## src/rtl/gcd_pkg.sv

```systemverilog
package gcd_pkg;

   typedef enum logic [2:0] {
      ST_IDLE    = 3'd0,
      ST_CHECK   = 3'd1,
      ST_REMAIN  = 3'd2,
      ST_UPDATE  = 3'd3,
      ST_FINISH  = 3'd4
   } gcd_state_e;

   typedef struct packed {
      logic ld_ops;   // capture operand inputs into A and B
      logic div_go;   // launch the remainder unit
      logic ld_rem;   // capture the remainder into R
      logic swap;     // A <= B, B <= R
   } gcd_ctl_t;

endpackage

```

## src/rtl/gcd_rem_unit.sv

```systemverilog
module gcd_rem_unit #(
   parameter int WIDTH = 8
) (
   input  logic             clk,
   input  logic             rst,
   input  logic             go,
   input  logic [WIDTH-1:0] dividend,
   input  logic [WIDTH-1:0] divisor,
   output logic             valid,
   output logic [WIDTH-1:0] remainder
);
   localparam int CW = $clog2(WIDTH + 1);

   logic [WIDTH-1:0] quo_sh;
   logic [WIDTH-1:0] part;
   logic [WIDTH-1:0] dvsr;
   logic [CW-1:0]    steps;
   logic             valid_q;
   logic [WIDTH:0]   trial;
   logic [WIDTH:0]   diff;

   // bring down the next dividend bit, then try to subtract
   assign trial = {part, quo_sh[WIDTH-1]};
   assign diff  = trial - {1'b0, dvsr};

   always_ff @(posedge clk) begin
      if (rst) begin
         quo_sh  <= '0;
         part    <= '0;
         dvsr    <= '0;
         steps   <= '0;
         valid_q <= 1'b0;
      end else begin
         valid_q <= 1'b0;
         if (go) begin
            quo_sh <= dividend;
            dvsr   <= divisor;
            part   <= '0;
            steps  <= CW'(WIDTH);
         end else if (steps != '0) begin
            // restore on borrow, keep difference otherwise
            part   <= diff[WIDTH] ? trial[WIDTH-1:0] : diff[WIDTH-1:0];
            quo_sh <= {quo_sh[WIDTH-2:0], 1'b0};
            steps  <= steps - 1'b1;
            if (steps == CW'(1)) valid_q <= 1'b1;
         end
      end
   end

   assign valid     = valid_q;
   assign remainder = part;
endmodule

```

## src/rtl/gcd_ctrl.sv

```systemverilog
module gcd_ctrl
   import gcd_pkg::*;
(
   input  logic       clk,
   input  logic       rst,
   input  logic       start,
   input  logic       b_zero,
   input  logic       div_valid,
   output gcd_ctl_t   ctl,
   output gcd_state_e state,
   output logic       finished
);
   gcd_state_e state_q, state_d;

   always_comb begin
      state_d = state_q;
      ctl     = '0;
      unique case (state_q)
         ST_IDLE, ST_FINISH: begin
            if (start) begin
               ctl.ld_ops = 1'b1;
               state_d    = ST_CHECK;
            end
         end
         ST_CHECK: begin
            if (b_zero) begin
               state_d = ST_FINISH;
            end else begin
               ctl.div_go = 1'b1;
               state_d    = ST_REMAIN;
            end
         end
         ST_REMAIN: begin
            if (div_valid) begin
               ctl.ld_rem = 1'b1;
               state_d    = ST_UPDATE;
            end
         end
         ST_UPDATE: begin
            ctl.swap = 1'b1;
            state_d  = ST_CHECK;
         end
         default: state_d = ST_IDLE;
      endcase
   end

   always_ff @(posedge clk) begin
      if (rst) state_q <= ST_IDLE;
      else     state_q <= state_d;
   end

   assign state    = state_q;
   assign finished = (state_q == ST_FINISH);
endmodule

```

## src/rtl/gcd_datapath.sv

```systemverilog
module gcd_datapath
   import gcd_pkg::*;
#(
   parameter int WIDTH = 8
) (
   input  logic             clk,
   input  logic             rst,
   input  gcd_ctl_t         ctl,
   input  logic [WIDTH-1:0] op_a,
   input  logic [WIDTH-1:0] op_b,
   output logic             b_zero,
   output logic             div_valid,
   output logic [WIDTH-1:0] a_val
);
   logic [WIDTH-1:0] a_q, b_q, r_q;
   logic [WIDTH-1:0] rem_out;

   gcd_rem_unit #(.WIDTH(WIDTH)) u_rem (
      .clk       (clk),
      .rst       (rst),
      .go        (ctl.div_go),
      .dividend  (a_q),
      .divisor   (b_q),
      .valid     (div_valid),
      .remainder (rem_out)
   );

   always_ff @(posedge clk) begin
      if (rst) begin
         a_q <= '0;
         b_q <= '0;
         r_q <= '0;
      end else begin
         if (ctl.ld_ops) begin
            a_q <= op_a;
            b_q <= op_b;
         end else if (ctl.swap) begin
            a_q <= b_q;
            b_q <= r_q;
         end
         if (ctl.ld_rem) r_q <= rem_out;
      end
   end

   assign b_zero = (b_q == '0);
   assign a_val  = a_q;
endmodule

```

## src/rtl/gcd_engine.sv

```systemverilog
module gcd_engine
   import gcd_pkg::*;
#(
   parameter int WIDTH = 8
) (
   input  logic             clk,
   input  logic             rst,
   input  logic             start,
   input  logic [WIDTH-1:0] op_a,
   input  logic [WIDTH-1:0] op_b,
   output logic [WIDTH-1:0] result,
   output logic             done
);
   generate
      if (WIDTH < 2) begin : g_bad_width
         $error("gcd_engine: WIDTH must be at least 2");
      end
   endgenerate

   gcd_ctl_t   ctl;
   gcd_state_e state_q;
   logic       b_zero;
   logic       div_valid;

   gcd_ctrl u_ctrl (
      .clk       (clk),
      .rst       (rst),
      .start     (start),
      .b_zero    (b_zero),
      .div_valid (div_valid),
      .ctl       (ctl),
      .state     (state_q),
      .finished  (done)
   );

   gcd_datapath #(.WIDTH(WIDTH)) u_dp (
      .clk       (clk),
      .rst       (rst),
      .ctl       (ctl),
      .op_a      (op_a),
      .op_b      (op_b),
      .b_zero    (b_zero),
      .div_valid (div_valid),
      .a_val     (result)
   );
endmodule

```

## config.mk

```make
export PLATFORM = sky130hd
export DESIGN_NAME = gcd_engine
export DESIGN_NICKNAME = d
export VERILOG_FILES = /design/src/rtl/gcd_pkg.sv /design/src/rtl/gcd_rem_unit.sv /design/src/rtl/gcd_ctrl.sv /design/src/rtl/gcd_datapath.sv /design/src/rtl/gcd_engine.sv
export SDC_FILE = /design/constraint.sdc
export NUM_CORES = 1
export LEC_CHECK = 0
export BUFFER_PORTS_ARGS = -buffer_cell sky130_fd_sc_hd__buf_2
export CELL_PAD_IN_SITES_DETAIL_PLACEMENT = 0
export CELL_PAD_IN_SITES_GLOBAL_PLACEMENT = 1
export CORE_ASPECT_RATIO = 0.6
export CORE_MARGIN = 1
export CORE_UTILIZATION = 34
export DETAILED_ROUTE_END_ITERATION = 10
export HOLD_SLACK_MARGIN = 0.08
export PLACE_DENSITY_LB_ADDON = 0.1
export SYNTH_ARGS = -nofsm -noshare
export SYNTH_HDL_FRONTEND = slang
export SYNTH_SLANG_ARGS = --single-unit
```

## constraint.sdc

```tcl
create_clock -name clk -period 7.2 [get_ports clk]
set_clock_uncertainty 0.15 [all_clocks]
set_input_delay 1.44 -clock clk [delete_from_list [all_inputs] [get_ports clk]]
set_output_delay 1.44 -clock clk [all_outputs]
set_load 0.02 [all_outputs]
```

==> metrics.md, run 1 <==
| Metric | Value |
|---|---|
| Status | `complete, but fails checks` |
| Failing checks | `DRC` |
| Top cell type's share of synthesized area | `40.5%` |
| Buf/Inv on CP | `1` |
| WL final | `7.08 mm` |
| Post-synth EDFFs | `0` |
| CTS HTree Levels | `2` |
| Period minus WS final | `3240 ps` |
| Max-slew violations | `0` |
| Worst Setup End Kind | `register` |
| Final hold violation count | `0` |
| Crit path largest cell delay | `880 ps` |
| Synth warn | `0` |
| Filler Cell Count | `837` |
| Vias/cell | `5.12` |
| Area Growth Syn to Fin | `13.4%` |
| CTS tree | `yes` |
| PostCTS Resize Cnt | `0` |
| R2r setup slk | `4280 ps` |
| Max-Cap Viols | `0` |
| Initial Utilization | `35.1%` |
| Clk_lat worst skew | `290 ps` |
| FF+latch count, synth | `56` |
| FMAX | `309 MHz` |
| Number of nets in the layout | `370` |
| Crit path depth | `5` |
| Core ar. | `7880 sq um` |
| Pwr/cell area | `360 nW/um^2` |
| Avg Inst Size Synth | `8.52 sq um` |
| Post-DP HPWL | `5.24 mm` |
| Ys flop type | `dfxtp_1` |
| Post-Syn Nets | `355` |
| Global route overflow | `0` |
| Setup TNS | `0 ps` |
| CP Data Required Time | `7180 ps` |
| Async set or reset register ratio after synthesis | `0%` |
| P_leak | `0.00118 uW` |
| CTS Buffer Depth | `2` |
| Final Cell Area | `3140 sq um` |
| RSZ-0062 raised after global routing | `false` |
| Antenna violations before repair | `0` |
| Total number of vias | `2295` |
| Core Rows | `25` |
| Initial DRC Count | `91` |
| CTS root buf | `clkbuf_16` |
| Detailed Routing Iterations Pass 1 | `7` |
| Slew headroom | `25.0%` |
| Tcrit/Tclk final | `45.0%` |
| Num ports | `28` |
| Setup CP Type | `input pin to register` |
| CTS sink count | `56` |
| Least-Margin Pin Slew | `1120 ps` |
| Worst setup SP type | `input pin` |
| Layout cells sized above 1 | `13.2%` |
| Ranking of synthesized cells by area | `dfxtp_1, nand2_1, a21oi_1, a22oi_1, mux2i_1` |
| Die height | `71.9 um` |
| Sequential area share after synthesis | `40.5%` |
| DRC | `4` |
| Hold crit path type | `register to register` |
| Hold Path Depth | `2` |
| GRT Overall Usage | `17.0%` |
| Die W | `119 um` |
| Critical Path AT | `3220 ps` |
| Post-CTS Hold Buffers | `0` |
| Mapped Area | `2770 sq um` |
| Slowest cell on crit path | `nor3b_2` |
| Cell Area, Placed | `2960 sq um` |
| Worst Path Max Fanout | `18` |
| Full die area | `8520 sq um` |
| Pwr Total | `1130 uW` |
| Placed Instances | `441` |
| Antenna diodes | `0` |
| Vias in the first global route | `2076` |
| Setup violators final | `0` |
| GP Congestion | `0.748` |
| Family with the most delay on the worst path | `simple AND/OR/NAND/NOR gates` |
| Setup Fix Bufs, Post-CTS | `0` |
| Critical-path cell list | `buf_2 > nor3b_2 > nor2_1 > nand2_1 > a21oi_1` |
| Port Buffers | `27` |
| Num CTS Buffers | `5` |
| Fin cells | `448` |
| Synth area leader | `dfxtp_1` |
| Peak VDD IR | `120 uV` |
| R2r worst-path depth | `9` |
| Clock transition at path regs | `70 ps` |
| First-pass GRT wire length | `11.2 mm` |
| Synth cell types | `46` |
| Cells after Synth | `325` |
| WL/cell | `15.8 um` |
| Post-route ant nets | `0` |
| Largest net degree at the start of global routing | `48` |
-- worst min-delay path: stages, from the launching register on --
cell and delay, ps:
dfxtp_1 310, nand2_1 50, a21oi_1 50
-- final timing paths --
| path | startpoint | to |
|---|---|---|
| worst min register to register | u_dp.u_rem.dvsr[6]$_SDFFE_PP0P_ | u_dp.u_rem.dvsr[6]$_SDFFE_PP0P_ |
| worst min-delay path | u_dp.u_rem.dvsr[6]$_SDFFE_PP0P_ | u_dp.u_rem.dvsr[6]$_SDFFE_PP0P_ |
| worst max-delay path | start | u_dp.a_val[4]$_SDFFE_PP0P_ |
| worst max register to register | u_dp.u_rem.quo_sh[7]$_SDFFE_PP0P_ | u_dp.u_rem.remainder[2]$_SDFFE_PP0N_ |
-- power by group --
| group | total [uW] | switching, uW | internal (uW) |
|---|---|---|---|
| clock | 307 | 109 | 197 |
| combinational | 432 | 256 | 176 |
| sequential | 393 | 43.0 | 350 |
-- layout make-up --
cell class	count	area (sq um)	area share (%)
multi-input combinational	235	1500	47.8
timing repair buffer	29	150	4.78
sequential	56	1120	35.7
tap	108	135	4.30
clock inverter	2	60.1	1.91
inverter	13	48.8	1.55
clock buffer	5	125	3.98
-- synthesized netlist by cell type, types with 5 or more instances --
| cell | instances |
|---|---|
| a211oi_1 | 8 |
| a21oi_1 | 32 |
| a22oi_1 | 18 |
| a311oi_1 | 7 |
| clkbuf_1 | 12 |
| dfxtp_1 | 56 |
| ha_1 | 10 |
| inv_1 | 13 |
| mux2i_1 | 13 |
| nand2_1 | 48 |
| nand2b_1 | 5 |
| nand3_1 | 6 |
| nor2_1 | 34 |
| nor3b_1 | 5 |
| o21ai_0 | 5 |
-- flip-flops by register name, indices dropped and copies added, names as in the netlist --
| signal | cells |
|---|---|
| u_dp.a_val | 8 |
| u_dp.b_q | 8 |
| u_dp.r_q | 8 |
| u_dp.u_rem.dvsr | 8 |
| u_dp.u_rem.quo_sh | 8 |
| u_dp.u_rem.remainder | 8 |
| u_dp.u_rem.steps | 4 |
| u_ctrl.state | 3 |
| u_dp.u_rem.valid | 1 |
-- placed cells by master (no fill, tap or decap), types with 3 or more instances in the layout --
master / Yosys / routed
nor2b_1: 3 / 3
a21oi_1: 32 / 32
clkbuf_16: 0 / 5
nand3_1: 6 / 6
xnor2_1: 3 / 3
a311oi_1: 7 / 7
nor3b_1: 5 / 5
buf_2: 3 / 27
inv_1: 13 / 13
nor3_1: 3 / 3
nand2_1: 48 / 48
a22oi_1: 18 / 18
nor2_1: 34 / 34
a211oi_1: 8 / 8
dfxtp_1: 56 / 56
o21ai_0: 5 / 5
ha_1: 10 / 10
nand2b_1: 5 / 5
mux2i_1: 13 / 13
-- logic make-up (layout without fill, tap and decap cells) --
group | count (synthesis) | in the layout | synth area share, %
flops | 56 | 56 | 40.5
xor+xnor | 5 | 5 | 1.58
buf+inv | 34 | 49 | 5.56
mux | 15 | 15 | 5.51
simple gates | 119 | 119 | 20.5
fa+ha+maj | 11 | 11 | 5.24
compound gates | 85 | 85 | 21.1
-- stage by stage --
stage	hold WS, ps	worst slack (ps)	util, %
after global routing	331	3780	39.8
after floorplan	286	4590	-
after CTS	312	3990	39.8
final	308	3960	39.8
after detailed placement	301	3680	37.5
after global placement	296	3730	37.5
-- layer usage --
layer  global-route usage, %  vias up  share of wire (%)  routed length (um)
met5                       0        -                  0                   0
met4                    2.11        0               0.11                   8
met3                    4.09        2                4.0                 283
met2                    22.5       32                 37                2620
met1                    27.5     1075                 59                4160
li1                        -     1186                  -                   -
No activity file was read; power rests on OpenSTA's default activity.
==> run 2, diff against run 1 <==
Clock period 7.2 ns to 2.7 ns, I/O delays scaled along.
==> metrics.md, run 2 (synthesis results as in run 1) <==
| Metric | Value |
|---|---|
| Commonest non-fill, non-tap cells in the layout | `dfxtp_1, nand2_1, nor2_1` |
| CTS root buf | `clkbuf_16` |
| GRT Overall Usage | `18.3%` |
| Least-Margin Pin Slew | `1150 ps` |
| FMAX | `383 MHz` |
| Max-slew violations | `0` |
| Full die area | `8520 sq um` |
| CTS Buffer Depth | `2` |
| Core ar. | `7880 sq um` |
| Family with the most delay on the worst path | `compound AO/OA/AOI/OAI gates` |
| CP Data Required Time | `2790 ps` |
| Critical Path AT | `2700 ps` |
| Peak VDD IR | `259 uV` |
| Setup violators final | `0` |
| Vias/cell | `5.02` |
| Area Growth Syn to Fin | `17.1%` |
| Vias in the first global route | `2170` |
| Worst Path Max Fanout | `8` |
| Crit path largest cell delay | `490 ps` |
| Num CTS Buffers | `5` |
| Post-route ant nets | `0` |
| Buf/Inv on CP | `1` |
| Layout cells sized above 1 | `18.3%` |
| Slew headroom | `22.9%` |
| Slowest cell on crit path | `or4_1` |
| Die height | `71.9 um` |
| WL/cell | `16.2 um` |
| P_leak | `0.00124 uW` |
| Antenna diodes | `0` |
| Setup CP Type | `register to register` |
| Worst Setup End Kind | `register` |
| Num ports | `28` |
| Antenna violations before repair | `0` |
| Detailed Routing Iterations Pass 1 | `6` |
| CTS sink count | `56` |
| Worst setup SP type | `register` |
| CTS HTree Levels | `2` |
| DRC | `0` |
| Max-Cap Viols | `0` |
| GP Congestion | `0.780` |
| Number of nets in the layout | `384` |
| Pwr/cell area | `945 nW/um^2` |
| WL final | `7.52 mm` |
| Core Rows | `25` |
| Clock transition at path regs | `70 ps` |
| CTS tree | `yes` |
| Worst hold slack | `308 ps` |
| Critical-path cell list | `ha_4 > inv_2 > fa_2 > a211oi_4 > o211ai_1 > a221o_2 > or4_1 > nand3_1` |
| Pwr Total | `3060 uW` |
| Clk_lat worst skew | `300 ps` |
| Tcrit/Tclk final | `96.8%` |
| Largest net degree at the start of global routing | `36` |
| First-pass GRT wire length | `11.9 mm` |
| Die W | `119 um` |
| Post-layout util | `41.1%` |
| Period minus WS final | `2610 ps` |
| Status | `complete, no violations` |
| Port Buffers | `27` |
| Final hold violation count | `0` |
| Initial Utilization | `35.1%` |
| Global route overflow | `0` |
| Post-DP HPWL | `5.41 mm` |
| Hold crit path type | `register to register` |
| Total number of vias | `2323` |
| Commonest non-fill, non-tap cell in the layout | `dfxtp_1` |
| Initial DRC Count | `121` |
==> run 2: area by class of cell <==
class,instances,area (sq um)
Timing Repair Buffer,43,255
Clock inverter,2,35.0
Tap cell,108,135
Fill cell,845,4640
Multi-Input combinational cell,235,1520
Sequential cell,56,1120
Clock buffer,6,129
Inverter,13,48.8
==> run 2: what timing repair did <==
item                                    in CTS  in global routing
endpoints found under the hold margin        0                  0
gates resized for setup                      0                  7
setup buffers                                0                  5
endpoints found under the setup margin       0                  6
hold buffers                                 0                  0
==> run 2: metrics by stage <==
step	setup TNS [ps]	setup WS, ps	instance area (sq um)	cells
2_1_floorplan	0	149	2770	325
3_3_place_gp	0	93.8	3020	450
5_1_grt	-10.4	-10.4	3240	463
3_5_place_dp	0	21.0	3020	450
4_1_cts	0	0.918	3190	458
6_report	0	85.7	3240	463
==> run 2: layer usage <==
metal	part of all wire, %	global-route usage (%)	up-vias
met5	0	0	-
met3	3.2	3.93	7
met2	38	24.1	20
met4	0.70	3.80	0
li1	-	-	1208
met1	58	29.4	1088
==> run 2: path summary, 6_finish.rpt <==
| path | from | endpoint | slack (ps) | depth (start not counted) |
|---|---|---|---|---|
| worst min register to register | u_dp.u_rem.dvsr[7]$_SDFFE_PP0P_ | u_dp.u_rem.dvsr[7]$_SDFFE_PP0P_ | 310 | 2 |
| worst max register to register | u_dp.u_rem.dvsr[0]$_SDFFE_PP0P_ | u_dp.u_rem.remainder[2]$_SDFFE_PP0N_ | 90 | 8 |
| worst max-delay path | u_dp.u_rem.dvsr[0]$_SDFFE_PP0P_ | u_dp.u_rem.remainder[2]$_SDFFE_PP0N_ | 90 | 8 |
| worst min-delay path | u_dp.u_rem.dvsr[7]$_SDFFE_PP0P_ | u_dp.u_rem.dvsr[7]$_SDFFE_PP0P_ | 310 | 2 |
==> run 2: report_power, final <==
part / internal (uW) / total [uW] / switching (uW)
logic: 570 / 1280 / 707
registers: 933 / 1050 / 117
clock network: 437 / 737 / 300
==> run 2: worst register-to-register path: stages, from the launching register on <==
cell	delay, ps
dfxtp_1	380
ha_4	160
inv_2	40
fa_2	360
a211oi_4	290
o211ai_1	130
a221o_2	480
or4_1	490
nand3_1	90
